<file path="src/rtl/csel_pkg.sv">
package csel_pkg;
  localparam int CTRL_W = 6;

  typedef struct packed {
    logic       gpio_dout;
    logic       gpio_oe;
    logic       gpio_mode;
    logic       io_space;
    logic [1:0] dir;
  } ch_ctrl_t;

  localparam logic [1:0] IDX_BASE = 2'd0;
  localparam logic [1:0] IDX_MASK = 2'd1;
  localparam logic [1:0] IDX_CTRL = 2'd2;

  localparam ch_ctrl_t CTRL_RESET = '{gpio_dout: 1'b0, gpio_oe: 1'b0,
                                      gpio_mode: 1'b1, io_space: 1'b0,
                                      dir: 2'b00};
endpackage

</file>
<file path="src/rtl/csel_regs.sv">
module csel_regs
  import csel_pkg::*;
#(
  parameter int AW  = 16,
  parameter int NCH = 2
) (
  input  logic                          clk,
  input  logic                          rst_n,
  input  logic                          we,
  input  logic [$clog2(NCH)+1:0]        addr,
  input  logic [AW-1:0]                 wdata,
  output logic [NCH-1:0][AW-1:0]        base_q,
  output logic [NCH-1:0][AW-1:0]        mask_q,
  output ch_ctrl_t [NCH-1:0]            ctrl_q
);
  localparam int CHW = $clog2(NCH);

  for (genvar c = 0; c < NCH; c++) begin : g_ch
    logic sel;
    assign sel = we && (addr[CHW+1:2] == CHW'(c));

    always_ff @(posedge clk or negedge rst_n) begin
      if (!rst_n) begin
        base_q[c] <= '0;
        mask_q[c] <= '0;
        ctrl_q[c] <= CTRL_RESET;
      end else if (sel) begin
        case (addr[1:0])
          IDX_BASE: base_q[c] <= wdata;
          IDX_MASK: mask_q[c] <= wdata;
          IDX_CTRL: ctrl_q[c] <= ch_ctrl_t'(wdata[CTRL_W-1:0]);
          default:  ;
        endcase
      end
    end

    // a base write lands in the addressed channel on the next edge
    a_r1_base_lands: assert property (@(posedge clk) disable iff (!rst_n)
      (we && addr[CHW+1:2] == CHW'(c) && addr[1:0] == IDX_BASE)
        |=> base_q[c] == $past(wdata));

    // a write to the other channel leaves this one untouched
    a_r1_other_ch_kept: assert property (@(posedge clk) disable iff (!rst_n)
      (we && addr[CHW+1:2] != CHW'(c))
        |=> $stable(base_q[c]) && $stable(mask_q[c]) && $stable(ctrl_q[c]));
  end

  // index 3 is a hole in the map
  a_r10_hole_ignored: assert property (@(posedge clk) disable iff (!rst_n)
    (we && addr[1:0] == 2'd3)
      |=> $stable(base_q) && $stable(mask_q) && $stable(ctrl_q));
endmodule

</file>
<file path="src/rtl/csel_match.sv">
module csel_match
  import csel_pkg::*;
#(
  parameter int AW = 16
) (
  input  logic          clk,
  input  logic          rst_n,
  input  logic [AW-1:0] addr,
  input  logic          io,
  input  logic          rd,
  input  logic          wr,
  input  logic [AW-1:0] base,
  input  logic [AW-1:0] mask,
  input  ch_ctrl_t      ctrl,
  output logic          hit
);
  logic in_window;
  logic space_ok;
  logic dir_ok;

  assign in_window = ((addr ^ base) & mask) == '0;
  assign space_ok  = (io == ctrl.io_space);
  assign dir_ok    = (rd & ctrl.dir[0]) | (wr & ctrl.dir[1]);
  assign hit       = in_window & space_ok & dir_ok;

  // no strobe, no select
  a_r5_idle_no_hit: assert property (@(posedge clk) disable iff (!rst_n)
    (!rd && !wr) |-> !hit);

  // code 00 disables the channel
  a_r4_dir_off: assert property (@(posedge clk) disable iff (!rst_n)
    (ctrl.dir == 2'b00) |-> !hit);

  // a select only ever happens in the chosen space
  a_r3_space: assert property (@(posedge clk) disable iff (!rst_n)
    hit |-> (io == ctrl.io_space));

  // a select never happens on an address outside the window
  a_r2_window: assert property (@(posedge clk) disable iff (!rst_n)
    hit |-> ((addr & mask) == (base & mask)));
endmodule

</file>
<file path="src/rtl/csel_pin.sv">
module csel_pin
  import csel_pkg::*;
(
  input  logic     clk,
  input  logic     rst_n,
  input  ch_ctrl_t ctrl,
  input  logic     hit,
  input  logic     pin_in,
  output logic     pin_out,
  output logic     pin_oe,
  output logic     gpio_in
);
  always_comb begin
    if (ctrl.gpio_mode) begin
      pin_oe  = ctrl.gpio_oe;
      pin_out = ctrl.gpio_dout;
    end else begin
      pin_oe  = 1'b1;
      pin_out = ~hit;
    end
  end

  always_ff @(posedge clk or negedge rst_n) begin
    if (!rst_n) gpio_in <= 1'b0;
    else        gpio_in <= pin_in;
  end

  // chip-select mode always drives
  a_r8_cs_driven: assert property (@(posedge clk) disable iff (!rst_n)
    !ctrl.gpio_mode |-> pin_oe);

  // in GPIO mode the pin moves only with its control register
  a_r6_gpio_steady: assert property (@(posedge clk) disable iff (!rst_n)
    (ctrl.gpio_mode && $past(ctrl.gpio_mode) && $stable(ctrl))
      |-> $stable(pin_out) && $stable(pin_oe));

  // input capture is one edge late
  a_r9_capture: assert property (@(posedge clk) disable iff (!rst_n)
    1'b1 |=> gpio_in == $past(pin_in));
endmodule

</file>
<file path="src/rtl/csel_decoder.sv">
module csel_decoder
  import csel_pkg::*;
#(
  parameter int AW = 16
) (
  input  logic          clk,
  input  logic          rst_n,
  input  logic [AW-1:0] bus_addr,
  input  logic          bus_io,
  input  logic          bus_rd,
  input  logic          bus_wr,
  input  logic          cfg_we,
  input  logic [2:0]    cfg_addr,
  input  logic [AW-1:0] cfg_wdata,
  output logic [1:0]    pin_out,
  output logic [1:0]    pin_oe,
  input  logic [1:0]    pin_in,
  output logic [1:0]    gpio_in
);
  localparam int NCH = 2;

  logic [NCH-1:0][AW-1:0] base_q;
  logic [NCH-1:0][AW-1:0] mask_q;
  ch_ctrl_t [NCH-1:0]     ctrl_q;
  logic [NCH-1:0]         hit;

  csel_regs #(.AW(AW), .NCH(NCH)) u_regs (
    .clk    (clk),
    .rst_n  (rst_n),
    .we     (cfg_we),
    .addr   (cfg_addr),
    .wdata  (cfg_wdata),
    .base_q (base_q),
    .mask_q (mask_q),
    .ctrl_q (ctrl_q)
  );

  for (genvar c = 0; c < NCH; c++) begin : g_chan
    csel_match #(.AW(AW)) u_match (
      .clk   (clk),
      .rst_n (rst_n),
      .addr  (bus_addr),
      .io    (bus_io),
      .rd    (bus_rd),
      .wr    (bus_wr),
      .base  (base_q[c]),
      .mask  (mask_q[c]),
      .ctrl  (ctrl_q[c]),
      .hit   (hit[c])
    );

    csel_pin u_pin (
      .clk     (clk),
      .rst_n   (rst_n),
      .ctrl    (ctrl_q[c]),
      .hit     (hit[c]),
      .pin_in  (pin_in[c]),
      .pin_out (pin_out[c]),
      .pin_oe  (pin_oe[c]),
      .gpio_in (gpio_in[c])
    );

    // a driven select pin with no strobe sits high
    a_r5_idle_high: assert property (@(posedge clk) disable iff (!rst_n)
      (!ctrl_q[c].gpio_mode && !bus_rd && !bus_wr) |-> pin_out[c]);
  end
endmodule

</file>
<file path="config.mk">
export PLATFORM = sky130hd
export DESIGN_NAME = csel_decoder
export DESIGN_NICKNAME = d
export VERILOG_FILES = /design/src/rtl/csel_pkg.sv /design/src/rtl/csel_regs.sv /design/src/rtl/csel_match.sv /design/src/rtl/csel_pin.sv /design/src/rtl/csel_decoder.sv
export SDC_FILE = /design/constraint.sdc
export NUM_CORES = 1
export LEC_CHECK = 0
export CORE_ASPECT_RATIO = 0.9
export CORE_MARGIN = 2
export CORE_UTILIZATION = 54
export CTS_CLUSTER_DIAMETER = 80
export DETAILED_ROUTE_END_ITERATION = 16
export MAX_ROUTING_LAYER = met4
export PLACE_DENSITY = 0.85
export SLEW_MARGIN = 0
export SYNTH_ARGS = -nofsm -noshare
export SYNTH_HDL_FRONTEND = slang
export SYNTH_SLANG_ARGS = --single-unit
</file>
<file path="constraint.sdc">
create_clock -name clk -period 2 [get_ports clk]
set_clock_uncertainty 0.15 [all_clocks]
set_input_delay 0.2 -clock clk [delete_from_list [all_inputs] [get_ports clk]]
set_output_delay 0.2 -clock clk [all_outputs]
set_load 0.05 [all_outputs]
</file>
==> implementation parameters, run 1 <==
Parameter                              Value

Routing
  Vias    around 2200
  DRC violation count after routing    0
  Final routed wirelength across all metal layers    approximately 6.9 mm
  Iteration count of the initial detailed-routing pass    4
  WL per Instance    17.57 µm
  Drt initial violations    between 90 and 100
  Number of nets still failing antenna checks after routing    0
  Per-cell via count in the routed design    5.457

Logic synthesis
  Post-synth EDFFs    0
  Gate Count Post-Synth    between 200 and 250
  Cells taking the most area after synthesis    sky130_fd_sc_hd__dfrtp_1, sky130_fd_sc_hd__mux2_2, sky130_fd_sc_hd__xor2_1, sky130_fd_sc_hd__a22oi_1, sky130_fd_sc_hd__buf_4
  Cell taking the most area after synthesis    sky130_fd_sc_hd__dfrtp_1
  Portion of the post-synthesis area used by sequential elements    about 56%
  Avg Inst Size Synth    around 14 µm²
  Leading register cell type out of synthesis    sky130_fd_sc_hd__dfrtp_1
  Number of unique standard cell types used by synthesis    22
  Most frequently used cell type in the post-synthesis netlist    sky130_fd_sc_hd__dfrtp_1
  Post-Synthesis Cell Area    roughly 3500 µm²
  Proportion of synthesized flip-flops having asynchronous set or reset    100.0%
  Leading cell types by count after synthesis    sky130_fd_sc_hd__dfrtp_1, sky130_fd_sc_hd__mux2_2, sky130_fd_sc_hd__xor2_1
  Top cell type's share of synthesized area    approximately 54%
  Syn Nets    approximately 290
  Synthesized flop and latch total    78
  Count of warnings emitted by yosys    0

GRT
  Met1 track demand over resource in global routing    between 20 and 30%
  Met2 usage    between 30% and 40%
  Vias in the first global route    2293
  Overflow left after global routing    0
  Largest net degree at the start of global routing    47
  Global-route wire length before repair    about 11 mm
  Most Crowded Layer GR    met2
  Global-route usage over all layers    roughly 22%
  Initial antenna violation count    0
  Met3 GRT Util    just over 7%

Place
  Count of port buffers added during placement    48
  Hpwl dp    4.926 mm
  Placer congestion estimate    0.7976

Worst setup path
  Critical Path Start    u_regs.base_q[20]$_DFFE_PN0P_
  CP Data Arrival Time    between 1500 and 2000 ps
  Worst path required time    around 1700 ps
  Category of the worst setup path launch point    flop
  Largest driver fanout on the critical path    2
  Critical path endpoint category    output pin
  CP max stage delay    about 400 ps
  CP Cell Sequence    xor2_1 > a22oi_1 > nand2_1 > nor3_2 > a21oi_2 > buf_6
  Critical path buffer and inverter count    1
  Source of the worst register-to-register timing path    u_regs.base_q[18]$_DFFE_PN0P_
  Master of the slowest instance on the critical path    sky130_fd_sc_hd__dfrtp_1
  Critical setup path kind    flop to output pin
  Family of cells with the greatest summed delay on the critical path    flip-flops
  Worst R2R Setup Slack    approximately 940 ps

Clock network
  Clock-pin slew reported for the worst setup and hold paths after clock tree synthesis    about 80 ps
  Clock latency of the later-clocked register in the worst-skew pair    ~350 ps
  Clock Sink Count    78
  Num CTS Buffers    9
  Number of buffers between clock root and the deepest sink    2
  Root buf cell    sky130_fd_sc_hd__clkbuf_8
  Clock tree from TritonCTS    done
  Number of levels the H-tree was split into    3

Timing
  Final worst-path setup slack    -53.23 ps
  Pin slew with the least headroom to its limit    between 500 and 600 ps
  Final setup violation count    2
  Total count of hold-check failures in the final report    0
  RSZ-0062 raised after global routing    yes
  Minimum hold slack    between 100 and 150 ps
  Final critical delay including setup and external delays    around 2000 ps
  Final critical-path share of the clock period    102.7%
  Worst relative slew slack    between 60% and 70%
  Fmax    approximately 490 MHz
  Final slew viol count    0

Cells and area
  Ratio of cells with drive above 1 in the final layout    roughly 40%
  Ant. Diodes    0
  Filler Cell Count    approximately 460
  Final net count    between 300 and 400
  Multi-input combinational cell area    about 1500 µm²
  Synthesis-to-layout area growth    25.62%
  Combined flip-flop and latch cell area    slightly below 2000 µm²

Power and ir drop
  PwrDens    1028 nW/µm²
  Power Internal    around 3.3 mW
  Overall power after layout    roughly 4.5 mW
  Net switching power of the design    1.216 mW
  Leak Pwr    between 1.5 and 2 nW
  Peak supply drop    0.0006720 V
  Combinational power share    a little over a fifth
  Net switching share of the total power    a little over a quarter
  Fraction of power consumed by the clock network    between 30% and 40%
  Flop pwr share    around 47%

Floorplanning
  Die Y    a little over 80 µm
  Placement Rows    27
  Ports placed on the boundary    about 50
  Core outline area    slightly above 6000 µm²
  Die Outline Area    7183 µm²
  Starting utilization of the core area    roughly 57%
  DIE WIDTH    slightly below 90 µm

Outcome
  Failing checks    negative setup slack
  Result of the run    finished, violations left

Run
  MaxCap Viol Count    0

Worst hold path
  Start point of the worst hold path    pin_in[1]
  HP Class    primary input to flop
## logic make-up after synthesis
kind of cell / share of synthesized area [%]
AOI/OAI and AO/OA: 4.264
buffers and inverters: 2.914
muxes: 23.99
xor gates and xnor gates: 8.458
DFF: 55.51
and+or+nand+nor: 4.868
## power groups by stage
stage	Combinational, mW	Sequential [mW]	Clock (mW)
floorplan	0.662	2.10	0
global placement	0.899	2.14	0
detailed placement	0.931	2.16	0
CTS	0.947	2.14	1.45
global route	1.06	2.19	1.53
finish	0.976	2.15	1.43
## placed cells by master, fill, tap and decap left out, drive strengths merged, types with 3 or more instances in the layout
cell | synthesis | routed
dfrtp | 76 | 76
mux2 | 75 | 75
clkdlybuf4s50 | 0 | 43
xor2 | 34 | 34
a22oi | 18 | 18
buf | 12 | 14
clkbuf | 0 | 11
nor3 | 6 | 6
nand2 | 4 | 4
bufinv | 0 | 3
nand2b | 3 | 3
## worst reg2reg max path: cells and delay by family, from the launching register on
kind                   cells  cell delay [ps]
DFF                        1              410
buffers and inverters      1              140
muxes                      1              250
## path summary, 6_finish.rpt
path | end | cells past startpoint
max in group asynchronous | u_regs.base_q[30]$_DFFE_PN0P_ | 3
min | g_chan[1].u_pin.gpio_in$_DFF_PN0_ | 1
max reg2reg | u_regs.base_q[18]$_DFFE_PN0P_ | 2
min in group asynchronous | u_regs.base_q[12]$_DFFE_PN0P_ | 2
max | pin_out[1] | 6
min reg2reg | u_regs.mask_q[26]$_DFFE_PN0P_ | 1
## what timing repair did
| item | 4_1_cts | 5_1_grt |
|---|---|---|
| endpoints found under the setup margin | 4 | 2 |
| hold endpoints to repair | 42 | 0 |
| hold buffers | 1 | 0 |
| pin swaps | 8 | 8 |
| buffers inserted | 0 | 1 |
| resized for setup | 6 | 7 |
## sequential cells by signal, indices dropped and copies added, names as in the netlist
register / count
u_regs.mask_q: 32
u_regs.ctrl_q: 12
g_chan.u_pin.gpio_in: 2
u_regs.base_q: 32
## routing by layer
metal	vias to the layer above	part of all wire, %
met4	0	1.4
met1	1099	45
met3	11	5.4
met5	-	0
li1	987	-
met2	53	48
## stage by stage
stage               area [µm²]  util [%]  setup slack (ps)  instances  TNS, ps
floorplan                 3521         -             454.0        243        0
global placement          4108     66.08            -74.61        376   -128.7
detailed placement        4108     66.08            -108.6        376   -174.1
CTS                       4383     70.51            -98.39        393   -168.1
global route              4423     71.16            -168.1        394   -333.3
finish                    4423     71.16            -53.23        394   -96.38
## final cells by class
class | count | share of cell area (%)
sequential | 78 | 44.19
inverter | 2 | 0.1697
timing repair buffer | 60 | 13.38
clock inverter | 5 | 2.405
tap | 87 | 2.461
multi-input combinational | 151 | 34.20
clock buffer | 11 | 3.197
No activity file was read; power rests on OpenSTA's default activity.
==> run 2: changes to the inputs <==
CORE_ASPECT_RATIO = 2   (was 0.9)
CORE_UTILIZATION = 57   (was 54)
DONT_BUFFER_PORTS = 1   (was not set)
PLACE_DENSITY = 0.78   (was 0.85)
==> run 2 against run 1 <==
  * The flow finishes with violations (negative hold slack, negative setup slack)
  * Sequential share of layout area grew 4.2 points
  * Register-to-register slack better by 120 ps
  * Via count is 7.5% lower
  * Maximum frequency up 1.4%
  * Count of clock-buffer cells in the layout rose by 2
  * First-iteration DRC count down 16%
  * Critical endpoint is now pin_out[0]
  * Highest routed layer unchanged
==> implementation parameters, run 2 (synthesized netlist as in run 1, its figures left out) <==
Parameter                              Value

Timing
  Pin slew with the least headroom to its limit    536.2 ps (was 566.9 ps)
  Total count of hold-check failures in the final report    78 (was 0)
  Final critical delay including setup and external delays    2024 ps (was 2053 ps)
  Final setup violation count    2 (unchanged)
  Final critical-path share of the clock period    101.2% (was 102.7%)
  Worst relative slew slack    64.09% (was 62.21%)
  RSZ-0062 raised after global routing    yes (unchanged)
  Minimum hold slack    -597.8 ps (was 125.6 ps)
  Final slew viol count    0 (unchanged)
  Final worst-path setup slack    -24.43 ps (was -53.23 ps)
  Total negative setup slack    -38.24 ps (was -96.38 ps)
  Fmax    494.0 MHz (was 487.0 MHz)

GRT
  Overflow left after global routing    0 (unchanged)
  Initial antenna violation count    0 (unchanged)
  Global-route usage over all layers    22.35% (was 21.96%)
  Global-route wire length before repair    10.69 mm (was 11.23 mm)
  Largest net degree at the start of global routing    79 (was 47)
  Vias in the first global route    2195 (was 2293)

Worst setup path
  Critical setup path kind    flop to output pin (unchanged)
  Worst path required time    1650 ps (about the same)
  CP max stage delay    380 ps (was 390 ps)
  Source of the worst register-to-register timing path    u_regs.mask_q[18]$_DFFE_PN0P_ (was u_regs.base_q[18]$_DFFE_PN0P_)
  Critical path endpoint category    output pin (unchanged)
  Largest driver fanout on the critical path    2 (unchanged)
  Critical path buffer and inverter count    1 (unchanged)
  Worst R2R Setup Slack    1060 ps (was 940 ps)
  CP Data Arrival Time    1670 ps (was 1700 ps)
  Master of the slowest instance on the critical path    sky130_fd_sc_hd__dfrtp_1 (unchanged)
  Family of cells with the greatest summed delay on the critical path    flip-flops (unchanged)
  Category of the worst setup path launch point    flop (unchanged)
  Worst reg2reg endpoint    u_regs.mask_q[18]$_DFFE_PN0P_ (was u_regs.base_q[18]$_DFFE_PN0P_)
  Cell depth of the worst flop-to-flop path    1 (was 2)
  CP Cell Sequence    xor2_1 > a22oi_1 > nand3_1 > nor3_2 > a21oi_1 > buf_4 (was xor2_1 > a22oi_1 > nand2_1 > nor3_2 > a21oi_2 > buf_6)

Cells and area
  Final core area utilization    67.31% (was 71.16%)
  Ratio of cells with drive above 1 in the final layout    39.71% (was 39.74%)
  Final net count    311 (was 345)
  Filler Cell Count    454 (was 455)
  Largest regs    u_regs.base_q: 32 flops, u_regs.mask_q: 32 flops, u_regs.ctrl_q: 12 flops (unchanged)
  Most common cell after layout, fill and taps aside    sky130_fd_sc_hd__dfrtp_1 (unchanged)
  Multi-input combinational cell area    1503 µm² (was 1513 µm²)
  Combined flip-flop and latch cell area    1954 µm² (unchanged)
  Highest-count cells in the layout ignoring fill and taps    sky130_fd_sc_hd__dfrtp_1, sky130_fd_sc_hd__mux2_2, sky130_fd_sc_hd__xor2_1 (was sky130_fd_sc_hd__dfrtp_1, sky130_fd_sc_hd__mux2_2, sky130_fd_sc_hd__clkdlybuf4s50_1)
  Ant. Diodes    0 (unchanged)
  Synthesis-to-layout area growth    14.82% (was 25.62%)

Clock network
  Root buf cell    sky130_fd_sc_hd__clkbuf_16 (was sky130_fd_sc_hd__clkbuf_8)
  Clock Sink Count    78 (unchanged)
  Number of levels the H-tree was split into    3 (unchanged)
  Clock tree from TritonCTS    done (unchanged)
  Number of buffers between clock root and the deepest sink    2 (unchanged)
  Number of buffers inserted by hold repair at cts    20 (was 1)
  Post-CTS setup-driven buffer insertion count    0 (unchanged)
  Clock-pin slew reported for the worst setup and hold paths after clock tree synthesis    60 ps (was 80 ps)
  Num CTS Buffers    9 (unchanged)
  Clock latency of the later-clocked register in the worst-skew pair    340 ps (was 350 ps)

Worst hold path
  HP Class    primary input to async pin (was primary input to flop)

Routing
  Number of nets still failing antenna checks after routing    0 (unchanged)
  Per-cell via count in the routed design    5.934 (was 5.457)
  Iteration count of the initial detailed-routing pass    4 (unchanged)
  WL per Instance    19.66 µm (was 17.57 µm)
  Vias    1988 (was 2150)
  Final routed wirelength across all metal layers    6.586 mm (was 6.921 mm)
  DRC violation count after routing    0 (unchanged)
  Drt initial violations    82 (was 98)

Place
  Count of port buffers added during placement    0 (was 48)
  Placer congestion estimate    0.7775 (was 0.7976)
  Hpwl dp    4.401 mm (was 4.926 mm)

Power and ir drop
  Power Internal    3.219 mW (was 3.333 mW)
  Peak supply drop    0.0006098 V (was 0.0006720 V)
  Leak Pwr    1.736 nW (was 1.880 nW)
  Flop pwr share    49.3% (was 47.2%)
  Net switching power of the design    1.127 mW (was 1.216 mW)
  Overall power after layout    4.346 mW (was 4.549 mW)
  Net switching share of the total power    25.92% (was 26.73%)
  Combinational power share    18.5% (was 21.5%)
  Fraction of power consumed by the clock network    32.2% (was 31.3%)
  PwrDens    1075 nW/µm² (was 1028 nW/µm²)

Outcome
  Result of the run    finished, violations left (unchanged)
  Failing checks    negative hold slack, negative setup slack (was negative setup slack)

Floorplanning
  DIE WIDTH    59.58 µm (was 89.12 µm)
  Die Outline Area    6860 µm² (was 7183 µm²)
  Starting utilization of the core area    58.63% (was 56.64%)
  Ports placed on the boundary    49 (unchanged)
  Die Y    115.2 µm (was 80.61 µm)
  Placement Rows    40 (was 27)
  Core outline area    6006 µm² (was 6216 µm²)

Run
  MaxCap Viol Count    0 (unchanged)
-- run 2: area by class of cell --
cell class | count | area share, %
clock buffers | 13 | 5.942
clock inverters | 2 | 0.2476
inverters | 2 | 0.1857
multi-input cells | 151 | 37.17
flip-flops and latches | 78 | 48.34
well taps | 63 | 1.950
repair buffers | 26 | 6.159
-- run 2: power by group through the flow --
stage                     Combinational [mW]  Sequential (mW)  Clock (mW)
after floorplan                        0.662             2.10           0
after global placement                 0.710             2.15           0
after detailed placement               0.728             2.16           0
after CTS                              0.793             2.14        1.44
after global routing                   0.887             2.19        1.50
final                                  0.804             2.14        1.40
-- run 2: worst max-delay path by stage --
stage	start	to	slack, ps	depth (start not counted)
floorplan	u_regs.base_q[2]$_DFFE_PN0P_	pin_out[0]	450	6
global placement	u_regs.base_q[9]$_DFFE_PN0P_	pin_out[0]	270	6
detailed placement	u_regs.base_q[9]$_DFFE_PN0P_	pin_out[0]	270	6
CTS	u_regs.base_q[9]$_DFFE_PN0P_	pin_out[0]	-60	6
global route	u_regs.base_q[25]$_DFFE_PN0P_	pin_out[1]	-120	6
finish	u_regs.base_q[12]$_DFFE_PN0P_	pin_out[0]	-20	6
-- run 2: timing repair --
action / 4_1_cts / 5_1_grt
cloned: 0 / 0
hold endpoints to repair: 156 / 78
endpoints found under the setup margin: 2 / 2
resized for setup: 3 / 6
pin swaps: 7 / 14
-- run 2: per-layer routing --
metal	vias to the layer above	part of all wire [%]	global-route usage (%)
met5	-	0	-
li1	915	-	-
met1	1018	38	24.43
met2	42	55	36.78
met4	0	2.3	8.444
met3	13	4.8	7.649
-- run 2: per-stage QoR --
stage | area, µm² | std cells | worst slack (ps)
after floorplan | 3521 | 243 | 454.0
after global placement | 3550 | 300 | 266.4
after detailed placement | 3550 | 300 | 269.3
after CTS | 4015 | 335 | -55.67
after global routing | 4043 | 335 | -118.6
final | 4043 | 335 | -24.43
==> run 3: changes to the inputs <==
RECOVER_POWER = 100   (was not set)
TNS_END_PERCENT = 5   (was not set)
clock period = 2.1 ns   (was 2 ns; I/O delays follow)
==> run 3 against run 2 <==
  * Die area is the same
  * The run ends with negative hold slack left
  * Utilization shrank 0.44 points
  * Critical path depth is the same
  * Largest cell class unchanged
  * Power shrank 3.6%
  * Register-to-register slack lost 300 ps
  * Sequential power shrank 5%
  * Global-route usage shrank 0.21 points
  * Cell count is the same
  * Critical path type unchanged
  * Clock power is essentially flat
  * Count of clock-buffer cells in the layout grew 1
  * Sequential share of layout area grew 0.32 points
  * First-iteration DRC count shrank 24%
==> implementation parameters, run 3 (synthesized netlist as in run 1, its figures left out) <==
Parameter                              Value

Clock network
  Number of levels the H-tree was split into    3 (unchanged)
  Num CTS Buffers    9 (unchanged)
  Number of buffers inserted by hold repair at cts    20 (unchanged)
  Clock-pin slew reported for the worst setup and hold paths after clock tree synthesis    60 ps (about the same)
  Root buf cell    sky130_fd_sc_hd__clkbuf_16 (unchanged)
  Clock tree from TritonCTS    done (unchanged)
  Clock Sink Count    78 (unchanged)
  Clock latency of the later-clocked register in the worst-skew pair    330 ps (was 340 ps)
  Number of buffers between clock root and the deepest sink    2 (unchanged)

Timing
  Final setup violation count    0 (was 2)
  Pin slew with the least headroom to its limit    1202 ps (was 536.2 ps)
  Total negative setup slack    0 ps (was -38.24 ps)
  Final critical-path share of the clock period    99.67%
  Final slew viol count    0 (unchanged)
  RSZ-0062 raised after global routing    yes (unchanged)
  Fmax    477.8 MHz
  Minimum hold slack    -578.9 ps (was -597.8 ps)
  Worst relative slew slack    19.89% (was 64.09%)
  Final worst-path setup slack    6.932 ps (was -24.43 ps)
  Total count of hold-check failures in the final report    78 (unchanged)
  Final critical delay including setup and external delays    2093 ps

Power and ir drop
  Overall power after layout    4.190 mW (was 4.346 mW)
  PwrDens    1043 nW/µm² (was 1075 nW/µm²)
  Leak Pwr    1.724 nW (was 1.736 nW)
  Peak supply drop    0.0007501 V (was 0.0006098 V)

Place
  Count of port buffers added during placement    0 (unchanged)
  Place WS    345.5 ps (was 269.3 ps)
  Placed cell area    3550 µm² (unchanged)
  Hpwl dp    4.433 mm (was 4.401 mm)
  Placed insts    300 (unchanged)
  Placer congestion estimate    0.7773 (was 0.7775)

Floorplanning
  Ports placed on the boundary    49 (unchanged)
  Placement Rows    40 (unchanged)
  DIE WIDTH    59.58 µm (unchanged)
  Die Outline Area    6860 µm² (unchanged)
  Core outline area    6006 µm² (unchanged)
  Starting utilization of the core area    58.63% (unchanged)
  Die Y    115.2 µm (unchanged)

Worst setup path
  CP Cell Sequence    xor2_1 > a22oi_1 > nand4_1 > nor3_2 > a21oi_1 > buf_4 (was xor2_1 > a22oi_1 > nand3_1 > nor3_2 > a21oi_1 > buf_4)
  Critical path buffer and inverter count    1 (unchanged)
  Largest driver fanout on the critical path    2 (unchanged)
  CP Data Arrival Time    1730 ps (was 1670 ps)
  Category of the worst setup path launch point    flop (unchanged)
  CP max stage delay    380 ps (about the same)
  Family of cells with the greatest summed delay on the critical path    simple AND/OR/NAND/NOR gates (was flip-flops)
  Master of the slowest instance on the critical path    sky130_fd_sc_hd__dfrtp_1 (unchanged)
  Critical path endpoint category    output pin (unchanged)
  Worst R2R Setup Slack    760 ps (was 1060 ps)
  Worst path required time    1740 ps (was 1650 ps)
  Critical setup path kind    flop to output pin (unchanged)

Cells and area
  Final design instance area without fill    4016 µm² (was 4043 µm²)
  Synthesis-to-layout area growth    14.07% (was 14.82%)
  Ratio of cells with drive above 1 in the final layout    36.40% (was 39.71%)
  Largest regs    u_regs.base_q: 32 flops, u_regs.mask_q: 32 flops, u_regs.ctrl_q: 12 flops (unchanged)
  Most common cell after layout, fill and taps aside    sky130_fd_sc_hd__dfrtp_1 (unchanged)
  Final net count    311 (unchanged)
  Final core area utilization    66.88% (was 67.31%)
  Multi-input combinational cell area    1473 µm² (was 1503 µm²)
  Combined flip-flop and latch cell area    1954 µm² (unchanged)
  Filler Cell Count    448 (was 454)
  Highest-count cells in the layout ignoring fill and taps    sky130_fd_sc_hd__dfrtp_1, sky130_fd_sc_hd__mux2_2, sky130_fd_sc_hd__xor2_1 (unchanged)
  Final cell count without fillers    335 (unchanged)
  Ant. Diodes    0 (unchanged)

Outcome
  Result of the run    finished, violations left (unchanged)
  Failing checks    negative hold slack (was negative hold slack, negative setup slack)

Routing
  Iteration count of the initial detailed-routing pass    2 (was 4)
  WL per Instance    19.63 µm (was 19.66 µm)
  Per-cell via count in the routed design    5.955 (was 5.934)
  Final routed wirelength across all metal layers    6.576 mm (was 6.586 mm)
  DRC violation count after routing    0 (unchanged)
  Number of nets still failing antenna checks after routing    0 (unchanged)
  Drt initial violations    62 (was 82)
  Vias    1995 (was 1988)

GRT
  Most Crowded Layer GR    met2 (unchanged)
  Initial antenna violation count    0 (unchanged)
  Global-route wire length before repair    10.61 mm (was 10.69 mm)
  Met1 track demand over resource in global routing    23.84% (was 24.43%)
  Met3 GRT Util    6.412% (was 7.649%)
  Vias in the first global route    2204 (was 2195)
  Overflow left after global routing    0 (unchanged)
  Global-route usage over all layers    22.14% (was 22.35%)
  Met2 usage    35.97% (was 36.78%)
  Largest net degree at the start of global routing    79 (unchanged)

Worst hold path
  HP Class    primary input to async pin (unchanged)

Run
  MaxCap Viol Count    0 (unchanged)
## run 3: cell types whose count changed in the layout (fill, tap and decap cells not counted), sizes merged
cell / delta
buf: -3
clkbuf: +4
clkinv: -1
## run 3: layer usage
layer  up-vias  wire length, µm
met3        11              265
met2        43             3554
met1      1026             2572
met4         0              183
li1        915                -
met5         -                0
## run 3: power breakdown
| part | internal [mW] | switching [mW] |
|---|---|---|
| clock network | 0.856 | 0.540 |
| logic | 0.437 | 0.321 |
| registers | 1.84 | 0.200 |
| total | 3.13 | 1.06 |
## run 3: cell type report
cell class                 instances  share of cell area [%]
timing repair buffer              26                   5.826
clock inverter                     1                  0.1246
sequential                        78                   48.66
tap                               63                   1.963
clock buffer                      14                   6.573
inverter                           2                  0.1869
multi-input combinational        151                   36.67
## run 3: final timing paths
kind / startpoint / endpoint / depth (start not counted)
setup / recovery: u_regs.base_q[9]$_DFFE_PN0P_ / pin_out[0] / 6
max in group asynchronous: rst_n / u_regs.ctrl_q[9]$_DFFE_PN1P_ / 0
min in group clk: cfg_addr[0] / u_regs.ctrl_q[1]$_DFFE_PN0P_ / 2
setup reg to reg: u_regs.ctrl_q[5]$_DFFE_PN0P_ / u_regs.ctrl_q[5]$_DFFE_PN0P_ / 3
hold / removal: rst_n / u_regs.base_q[17]$_DFFE_PN0P_ / 0
hold reg to reg: u_regs.ctrl_q[10]$_DFFE_PN0P_ / u_regs.ctrl_q[10]$_DFFE_PN0P_ / 1
## run 3: what timing repair did
item,in CTS,in global routing
buffers inserted,0,0
pin swaps,0,9
endpoints found under the setup margin,1,3
gates resized for setup,1,5
hold endpoints to repair,156,78
